[src/rtl/irqVecPkg.sv]
package irqVecPkg;

  localparam int VEC_PRIO_W = 3;

  typedef enum logic [1:0] {
    ST_IDLE  = 2'd0,
    ST_RESP  = 2'd1,
    ST_DRIVE = 2'd2
  } ackState_e;

  // strobes from control to datapath
  typedef struct packed {
    logic idle;        // no acknowledge cycle in progress
    logic loadWinner;  // resolve priority this cycle
    logic useExt;      // external answer takes part in resolution
    logic drive;       // vector phase
  } ctrlStrobe_t;

  function automatic logic [7:0] restartByte(input logic [VEC_PRIO_W-1:0] prio);
    return {2'b11, prio, 3'b111};
  endfunction

endpackage

[src/rtl/irqVecCtrl_control.sv]
module irqVecCtrl_control
  import irqVecPkg::*;
#(
  parameter int RESP_WINDOW = 4
) (
  input  logic        clk,
  input  logic        rstN,
  input  logic        intAckIn,
  input  logic        idValid,
  output ctrlStrobe_t strobes
);

  localparam int CNT_W = (RESP_WINDOW < 2) ? 1 : $clog2(RESP_WINDOW);
  localparam logic [CNT_W-1:0] LAST_CNT = CNT_W'(RESP_WINDOW - 1);

  ackState_e stateQ, stateD;
  logic [CNT_W-1:0] cntQ, cntD;

  always_comb begin
    stateD             = stateQ;
    cntD               = cntQ;
    strobes.idle       = (stateQ == ST_IDLE);
    strobes.drive      = (stateQ == ST_DRIVE);
    strobes.loadWinner = 1'b0;
    strobes.useExt     = 1'b0;
    unique case (stateQ)
      ST_IDLE: begin
        if (intAckIn) begin
          stateD = ST_RESP;
          cntD   = '0;
        end
      end
      ST_RESP: begin
        if (!intAckIn) begin
          stateD = ST_IDLE;
        end else if (idValid) begin
          strobes.loadWinner = 1'b1;
          strobes.useExt     = 1'b1;
          stateD             = ST_DRIVE;
        end else if (cntQ == LAST_CNT) begin
          strobes.loadWinner = 1'b1;
          stateD             = ST_DRIVE;
        end else begin
          cntD = cntQ + 1'b1;
        end
      end
      ST_DRIVE: begin
        if (!intAckIn) stateD = ST_IDLE;
      end
      default: stateD = ST_IDLE;
    endcase
  end

  always_ff @(posedge clk or negedge rstN) begin
    if (!rstN) begin
      stateQ <= ST_IDLE;
      cntQ   <= '0;
    end else begin
      stateQ <= stateD;
      cntQ   <= cntD;
    end
  end

  AST_WIN_BOUND: assert property (@(posedge clk) disable iff (!rstN)
    (stateQ == ST_RESP) |-> (cntQ <= LAST_CNT));
  AST_ABORT_IDLE: assert property (@(posedge clk) disable iff (!rstN)
    (stateQ == ST_RESP && !intAckIn) |=> (stateQ == ST_IDLE));
  AST_ANSWER_TAKEN: assert property (@(posedge clk) disable iff (!rstN)
    (stateQ == ST_RESP && intAckIn && idValid) |=> (stateQ == ST_DRIVE));

endmodule

[src/rtl/irqVecCtrl_datapath.sv]
module irqVecCtrl_datapath
  import irqVecPkg::*;
#(
  parameter int NUM_IDS      = 4,
  parameter int ID_BASE_PRIO = 2,
  parameter int ACK_PRIO     = 1,
  parameter int MARK_PRIO    = 6,
  parameter int DEFAULT_PRIO = 7,
  parameter int SYNC_STAGES  = 2
) (
  input  logic               clk,
  input  logic               rstN,
  input  logic               ackMissPulse,
  input  logic               markPulse,
  input  logic               extReqN,
  input  logic               modAckStrobe,
  input  logic [NUM_IDS-1:0] modIds,
  input  logic               intAckIn,
  input  ctrlStrobe_t        strobes,
  output logic               idValid,
  output logic [2:0]         pendingStatus,
  output logic               intReq,
  output logic [7:0]         vectorByte,
  output logic               vectorEn
);

  localparam int PW = VEC_PRIO_W;
  localparam logic [PW-1:0] P_ACK  = PW'(ACK_PRIO);
  localparam logic [PW-1:0] P_MARK = PW'(MARK_PRIO);
  localparam logic [PW-1:0] P_DEF  = PW'(DEFAULT_PRIO);

  // synchronizer for the asynchronous shared request line
  logic [SYNC_STAGES-1:0] syncQ;
  logic extSeen;

  always_ff @(posedge clk or negedge rstN) begin
    if (!rstN) syncQ <= '0;
    else       syncQ <= {syncQ[SYNC_STAGES-2:0], ~extReqN};
  end
  assign extSeen = syncQ[SYNC_STAGES-1];

  // identity line decode
  logic [PW-1:0] linePrio [NUM_IDS];
  logic [PW-1:0] extPrio;

  for (genvar g = 0; g < NUM_IDS; g++) begin : gLine
    assign linePrio[g] = modIds[g] ? PW'(ID_BASE_PRIO + g) : P_DEF;
  end

  always_comb begin
    extPrio = P_DEF;
    for (int i = 0; i < NUM_IDS; i++) begin
      if (linePrio[i] < extPrio) extPrio = linePrio[i];
    end
  end

  assign idValid = modAckStrobe && $onehot(modIds);

  // pending latches and resolution
  logic pendAck, pendMark;
  logic clrAck, clrMark;
  logic [PW-1:0] winnerD, winPrio;
  logic intReqQ;

  always_comb begin
    winnerD = P_DEF;
    if (pendMark && P_MARK < winnerD) winnerD = P_MARK;
    if (pendAck && P_ACK < winnerD) winnerD = P_ACK;
    if (strobes.useExt && extPrio < winnerD) winnerD = extPrio;
  end

  assign clrAck  = strobes.loadWinner && pendAck  && (winnerD == P_ACK);
  assign clrMark = strobes.loadWinner && pendMark && (winnerD == P_MARK);

  always_ff @(posedge clk or negedge rstN) begin
    if (!rstN) begin
      pendAck  <= 1'b0;
      pendMark <= 1'b0;
      winPrio  <= P_DEF;
      intReqQ  <= 1'b0;
    end else begin
      pendAck  <= ackMissPulse | (pendAck  & ~clrAck);
      pendMark <= markPulse    | (pendMark & ~clrMark);
      if (strobes.loadWinner) winPrio <= winnerD;
      intReqQ  <= strobes.idle & (pendAck | pendMark | extSeen);
    end
  end

  assign intReq        = intReqQ;
  assign pendingStatus = {extSeen, pendMark, pendAck};
  assign vectorEn      = strobes.drive & intAckIn;
  assign vectorByte    = vectorEn ? restartByte(winPrio) : 8'h00;

  AST_NO_REQ_IN_DRIVE: assert property (@(posedge clk) disable iff (!rstN)
    vectorEn |-> !intReq);
  AST_VEC_STABLE: assert property (@(posedge clk) disable iff (!rstN)
    (vectorEn && $past(vectorEn)) |-> $stable(vectorByte));
  AST_ACK_FIRST: assert property (@(posedge clk) disable iff (!rstN)
    (strobes.loadWinner && pendAck) |=> (winPrio == P_ACK));
  AST_MARK_HOLD: assert property (@(posedge clk) disable iff (!rstN)
    (pendMark && !strobes.loadWinner) |=> pendMark);
  AST_EXT_RANGE: assert property (@(posedge clk) disable iff (!rstN)
    (strobes.useExt && !pendAck) |=>
      (winPrio >= PW'(ID_BASE_PRIO) && winPrio < PW'(ID_BASE_PRIO + NUM_IDS)));
  AST_IDLE_BUS: assert property (@(posedge clk) disable iff (!rstN)
    !vectorEn |-> (vectorByte == 8'h00));

endmodule

[src/rtl/irqVecCtrl.sv]
module irqVecCtrl
  import irqVecPkg::*;
#(
  parameter int NUM_IDS      = 4,
  parameter int ID_BASE_PRIO = 2,
  parameter int ACK_PRIO     = 1,
  parameter int MARK_PRIO    = 6,
  parameter int DEFAULT_PRIO = 7,
  parameter int SYNC_STAGES  = 2,
  parameter int RESP_WINDOW  = 4
) (
  input  logic               clk,
  input  logic               rstN,
  input  logic               ackMissPulse,
  input  logic               markPulse,
  input  logic               extReqN,
  input  logic               modAckStrobe,
  input  logic [NUM_IDS-1:0] modIds,
  input  logic               intAckIn,
  output logic               intReq,
  output logic [7:0]         vectorByte,
  output logic               vectorEn,
  output logic [2:0]         pendingStatus
);

  ctrlStrobe_t strobes;
  logic idValid;

  irqVecCtrl_control #(
    .RESP_WINDOW(RESP_WINDOW)
  ) i_control (
    .clk      (clk),
    .rstN     (rstN),
    .intAckIn (intAckIn),
    .idValid  (idValid),
    .strobes  (strobes)
  );

  irqVecCtrl_datapath #(
    .NUM_IDS      (NUM_IDS),
    .ID_BASE_PRIO (ID_BASE_PRIO),
    .ACK_PRIO     (ACK_PRIO),
    .MARK_PRIO    (MARK_PRIO),
    .DEFAULT_PRIO (DEFAULT_PRIO),
    .SYNC_STAGES  (SYNC_STAGES)
  ) i_datapath (
    .clk           (clk),
    .rstN          (rstN),
    .ackMissPulse  (ackMissPulse),
    .markPulse     (markPulse),
    .extReqN       (extReqN),
    .modAckStrobe  (modAckStrobe),
    .modIds        (modIds),
    .intAckIn      (intAckIn),
    .strobes       (strobes),
    .idValid       (idValid),
    .pendingStatus (pendingStatus),
    .intReq        (intReq),
    .vectorByte    (vectorByte),
    .vectorEn      (vectorEn)
  );

endmodule

[config.mk]
export PLATFORM = sky130hd
export DESIGN_NAME = irqVecCtrl
export DESIGN_NICKNAME = d
export VERILOG_FILES = /design/src/rtl/irqVecPkg.sv /design/src/rtl/irqVecCtrl_control.sv /design/src/rtl/irqVecCtrl_datapath.sv /design/src/rtl/irqVecCtrl.sv
export SDC_FILE = /design/constraint.sdc
export NUM_CORES = 1
export LEC_CHECK = 0
export BUFFER_PORTS_ARGS = -buffer_cell sky130_fd_sc_hd__clkbuf_2
export CAP_MARGIN = 5
export CORE_MARGIN = 2
export CORE_UTILIZATION = 45
export DETAILED_ROUTE_END_ITERATION = 12
export PLACE_DENSITY_LB_ADDON = 0.2
export SLEW_MARGIN = 25
export SYNTH_ARGS = -nofsm -noshare
export SYNTH_HDL_FRONTEND = slang
export SYNTH_SLANG_ARGS = --single-unit
export TNS_END_PERCENT = 5
[constraint.sdc]
create_clock -name clk -period 1.8 [get_ports clk]
set_input_delay 0.54 -clock clk [delete_from_list [all_inputs] [get_ports clk]]
set_output_delay 0.54 -clock clk [all_outputs]
set_load 0.01 [all_outputs]
; ---- Yosys cells after proc, flatten, opt, wreduce, memory -nomap -nowiden
; Cells that the tools add are included.
[totals]
register_bits = 12
output_inout_bits = 13
[classes]
n_addsub = 4
magnitude_cmp = 6
n_eq_ne = 12
mux = 28
bitwise_logic = 11
n_reduce_logical = 11
[op_table]
columns = op, count
row1 = $mux W2, 13
row2 = $mux W3, 8
row3 = $lt A3 B3 Y1, 4
row4 = $ne A2 B2 Y1 const B, 5
row5 = $mux W8, 1
row6 = $logic_and A1 B1 Y1, 7
row7 = $eq A3 B1 Y1 const B, 2
row8 = $pmux W2 S3, 1
row9 = $reduce_and A5 Y1, 1
row10 = $add A1 B1 Y2, 2
row11 = $and A1 B1 Y1, 4
row12 = $eq A2 B2 Y1 const B, 2
row13 = $mux W1, 4
row14 = $ne A4 B2 Y1 const B, 1
row15 = $or A1 B1 Y1, 4
row16 = $pmux W2 S2, 1
row17 = $add A3 B3 Y3, 1
row18 = $eq A3 B3 Y1 const B, 1
row19 = $lt A1 B3 Y1 const A, 1
row20 = $lt A3 B3 Y1 const B, 1
row21 = $not A1 Y1, 3
row22 = $reduce_and A3 Y1, 1
row23 = $add A2 B1 Y2 const B, 1
row24 = $eq A2 B1 Y1 const B, 1
row25 = other kinds (2), 2

; ---- Logic depth before layout (Yosys ltp)
[logic_depth]
depth_word = 17
depth_mapped = 10

; ---- Hierarchy
; A second synthesis with hierarchy kept.
[unflattened]
cells_unflattened = 92
hier_area_um2 = 855.8
[by_module_without_submodules]
columns = module, n_inst, cells_per_inst, area_per_inst_um2, seq_area_each_um2
row1 = irqVecCtrl_datapath, 1, 67, 635.6, 203.9
row2 = irqVecCtrl_control, 1, 25, 220.2, 100.1

; ---- Least setup slack after synthesis
; OpenSTA, ideal clock, no wires.
[synth_timing]
path_type = input-to-reg
start = input modIds[0]
end = register i_datapath.pendAck
setup_ns = 0.126
arrival_ns = 2.756
t_required_ns = 1.674
path_slack_ns = -1.082
stages = 10
path_buffers = 1
path_cell_list = inv_1 -> ha_1 -> ha_1 -> fa_1 -> and4bb_1 -> o21ai_1 -> or3b_1 -> buf_2 -> or2_0 -> o32a_1
[synth_between]
elab_chain_len = 17
word_cells_on_any_way = 26
classes_between = 2 x add/sub / 5 x order compare / 2 x eq/ne / 10 x mux / 3 x bitwise / 4 x reduce/logical
[synth_rtl]
columns = element, line
row1 = start: declaration, irqVecCtrl.sv:18  ; input logic [NUM_IDS-1:0] modIds,
row2 = $mux W3, irqVecCtrl_datapath.sv:47  ; assign linePrio[g] = modIds[g] ? PW'(ID_BASE_PRIO + g) : P_DEF;
row3 = $lt A3 B3 Y1, irqVecCtrl_datapath.sv:53  ; if (linePrio[i] < extPrio) extPrio = linePrio[i];
row4 = $mux W3, irqVecCtrl_datapath.sv:53
row5 = $lt A3 B3 Y1, irqVecCtrl_datapath.sv:53
row6 = $mux W3, irqVecCtrl_datapath.sv:53
row7 = $lt A3 B3 Y1, irqVecCtrl_datapath.sv:53
row8 = $mux W3, irqVecCtrl_datapath.sv:53
row9 = $lt A3 B3 Y1, irqVecCtrl_datapath.sv:53
row10 = $mux W3, irqVecCtrl_datapath.sv:53
row11 = $lt A3 B3 Y1, irqVecCtrl_datapath.sv:69  ; if (strobes.useExt && extPrio < winnerD) winnerD = extPrio;
row12 = $logic_and A1 B1 Y1, irqVecCtrl_datapath.sv:69
row13 = $mux W3, irqVecCtrl_datapath.sv:69
row14 = $eq A3 B1 Y1, irqVecCtrl_datapath.sv:72  ; assign clrAck = strobes.loadWinner && pendAck && (winnerD == P_ACK);
row15 = $logic_and A1 B1 Y1 (*), irqVecCtrl_datapath.sv:72
row16 = $not A1 Y1 (*), irqVecCtrl_datapath.sv:82  ; pendAck <= ackMissPulse | (pendAck & ~clrAck);
row17 = $and A1 B1 Y1 (*), irqVecCtrl_datapath.sv:82
row18 = $or A1 B1 Y1 (*), irqVecCtrl_datapath.sv:82
row19 = end signal: assignment, irqVecCtrl_datapath.sv:82
row20 = end: declaration, irqVecCtrl_datapath.sv:60  ; logic pendAck, pendMark;
; Every way passes the cells marked *; elsewhere a longest branch is shown, timed or not.
; A chain may end at the register's enable or synchronous reset.

; ---- Worst setup path after layout
; Ends and elaborated chain as after synthesis.

==> summary.txt <==
Run status
  • Status: complete, but fails checks
  • Failing checks: negative setup slack

STA
  • Relative slew slack: 64.2%
  • Max Fclk: 389 MHz
  • Minimum clock period: 2.57 ns
  • Final worst slack: -0.772 ns
  • Period utilization: 143%
  • Setup Skew: 0.00652 ns
  • Hold Violations, Final: 0
  • Worst Max-Slew Pin Slew: 0.538 ns
  • RSZ-0062 raised after global routing: yes
  • Fin. max-slew vios: 0
  • Final hold slack: 0.131 ns
  • Setup violators final: 15

Global route
  • All-Layer GR Usage: 19.4%
  • Antenna violations before repair: 0
  • Overflow left after global routing: 0
  • First-pass GRT wire length: 2810 um
  • Largest net degree at the start of global routing: 13
  • Vias in the first global route: 689

Finish
  • Layout cells sized above 1: 48.8%
  • Final Instance Area: 0.00118 mm2
  • Synthesis-to-finish area growth: 41.7%
  • # nets final: 143
  • Antenna Cells: 0

Clock tree
  • Clk root buf: clkbuf_4
  • Number of clock sinks: 12
  • CTS clk-pin slew, worst paths: 0.08 ns
  • Worst-Skew Late Latency: 0.28 ns
  • CTS tree: done
  • H-tree depth: 1
  • Hold_buf cts: 0
  • CTS buffer count: 3
  • CTS Buffer Depth: 2

Synthesis
  • Post-synthesis instance total: 86
  • Most instantiated cells after synthesis: nand2_1 (10), dfrtp_1 (9), ha_1 (9), buf_4 (8), o21ai_0 (6)
  • #FFs+latches synth: 12
  • Fraction of registers with async set/reset: 100%
  • Synthesized Nets: 107
  • Distinct cells, synth: 35
  • Sequential fraction of the synthesis area: 36.4%
  • Yosys top cell by area: dfrtp_1
  • Cell Area, Synth: 835 um2
  • Area contributors post-synth: dfrtp_1 (27%), ha_1 (13%), dfstp_2 (9.4%)
  • YS warnings: 0
  • Avg Cell Area, Syn: 9.70 um2
  • Count leader, synth: nand2_1
  • Ys flop type: dfrtp_1
  • Synth top area share: 27.0%
  • Post-synth EDFFs: 0

Critical path
  • Critical Path Source: modIds[0]
  • Startpoint types: input port
  • Worst path arrival time: 2.73 ns
  • Crit path max fanout: 3
  • Critical path capture point type: flop
  • FF-to-FF Start: i_datapath.pendAck
  • WP data required: 1.96 ns
  • Crit Path Category: in -> reg
  • Internal reg-to-reg setup slack: -0.20 ns

Floorplan
  • IO Pins: 24
  • Die Y: 47.1 um
  • DIE AREA: 0.00222 mm2
  • Core area: 0.00173 mm2
  • FP Rows: 15
  • Width of the die: 47.1 um
  • Initial Utilization: 48.3%

Place
  • HPWL after DPL: 1410 um
  • Port Buffer Count: 23
  • GPL Wtd Cong: 0.768
  • Cell Area, Placed: 0.00104 mm2
  • Pre-CTS setup slack: -1.14 ns

Route
  • Antenna-violating nets left: 0
  • Vias: 720
  • Vias per std cell: 4.93
  • Drc violations: 0
  • Wire length per cell: 11.6 um
  • DRT Wirelength: 1700 um
  • Drt pass-1 iters: 6
  • Starting DRC count in detailed routing: 6

Power and ir drop
  • Share of power burned in registers: 46.2%
  • NetSw: 0.235 mW
  • Leak: 0.564 nW
  • Internal power: 0.550 mW
  • VDD IR-drop max: 0.398 mV
  • Gate power share: 31.4%
  • Total power: 0.785 mW
  • Clock network fraction of design power: 22.4%
  • Power per cell area: 664 mW/mm2
  • Net Sw Frac: 29.9%

Hold path
  • Hold Path Class: in -> async

Job
  • Max Cap Viol: 0
## power groups by stage
stage / sequential (mW) / combinational [mW] / clock (mW)
3_5_place_dp: 0.368 / 0.210 / 0
4_1_cts: 0.363 / 0.237 / 0.184
5_1_grt: 0.369 / 0.286 / 0.190
6_report: 0.363 / 0.247 / 0.175
3_3_place_gp: 0.365 / 0.202 / 0
2_1_floorplan: 0.363 / 0.127 / 0
## layer usage
| metal | global-route usage [%] | vias up | routed length, um |
|---|---|---|---|
| met5 | 0 | - | 0 |
| met4 | 16.7 | 0 | 72 |
| met3 | 3.85 | 7 | 58 |
| met2 | 33.4 | 22 | 916 |
| met1 | 19.8 | 326 | 648 |
| li1 | - | 365 | - |
## worst max-delay path, cell delays in order
cell,delay [ns]
buf_8,0.10
inv_4,0.05
ha_4,0.20
ha_4,0.15
fa_1,0.43
and4bb_1,0.31
o21ai_2,0.07
or3b_1,0.36
or2_0,0.21
o32a_1,0.32
## sequential cells by signal (all words and copies together) (netlist names)
| name | count |
|---|---|
| i_datapath.winPrio | 3 |
| i_datapath.syncQ | 2 |
| i_datapath.intReq | 1 |
| i_control.cntQ | 2 |
| i_datapath.pendMark | 1 |
| i_datapath.pendAck | 1 |
| i_control.stateQ | 2 |
## logic make-up (layout without fill, tap and decap cells)
family	Yosys count	count (layout)	share of synthesized area (%)
buffers and inverters	14	49	10.0
DFF	12	12	36.4
muxes	1	1	1.20
and+or+nand+nor	31	31	21.9
AOI/OAI and AO/OA	18	18	14.5
adders and majority gates	10	10	15.9
## what timing repair did
item	CTS	global route
pin swaps	10	12
setup buffers	1	0
endpoints found under the setup margin	17	17
gates resized for setup	15	23
## path summary, 6_finish.rpt
kind,cells after the start,to
setup / recovery,10,i_datapath.pendAck
setup reg to reg,6,i_datapath.pendAck
max in group asynchronous,1,i_datapath.winPrio[2]
hold reg to reg,0,i_datapath.syncQ[1]
hold / removal,1,i_control.cntQ[1]
min in group clk,0,i_datapath.syncQ[1]
## stage by stage
step,instances,util [%],setup TNS (ns)
finish,146,68.5,-4.18
global route,146,68.5,-5.43
CTS,146,65.3,-5.27
detailed placement,141,60.0,-8.19
global placement,141,60.0,-7.47
floorplan,86,-,-5.96
## layout by cell type (no fill, tap or decap), types with 2 or more instances in the layout
| cell type | instances |
|---|---|
| ha_4 | 3 |
| buf_6 | 5 |
| dfrtp_1 | 8 |
| clkbuf_2 | 14 |
| inv_1 | 3 |
| nand2_1 | 10 |
| o21ai_1 | 5 |
| nand2b_1 | 2 |
| o21ai_0 | 2 |
| inv_4 | 2 |
| buf_4 | 19 |
| ha_1 | 6 |
| nor3_1 | 3 |
| and2_1 | 3 |
| dfstp_2 | 3 |
| clkbuf_4 | 3 |
## final cells by class
| class | instances | area [um2] |
|---|---|---|
| inverter | 5 | 23.8 |
| timing repair buffer | 40 | 289 |
| fill | 139 | 544 |
| tap | 25 | 31.3 |
| clock buffer | 4 | 26.3 |
| sequential | 12 | 305 |
| multi-input combinational | 60 | 507 |
No activity file was read; power rests on OpenSTA's default activity.
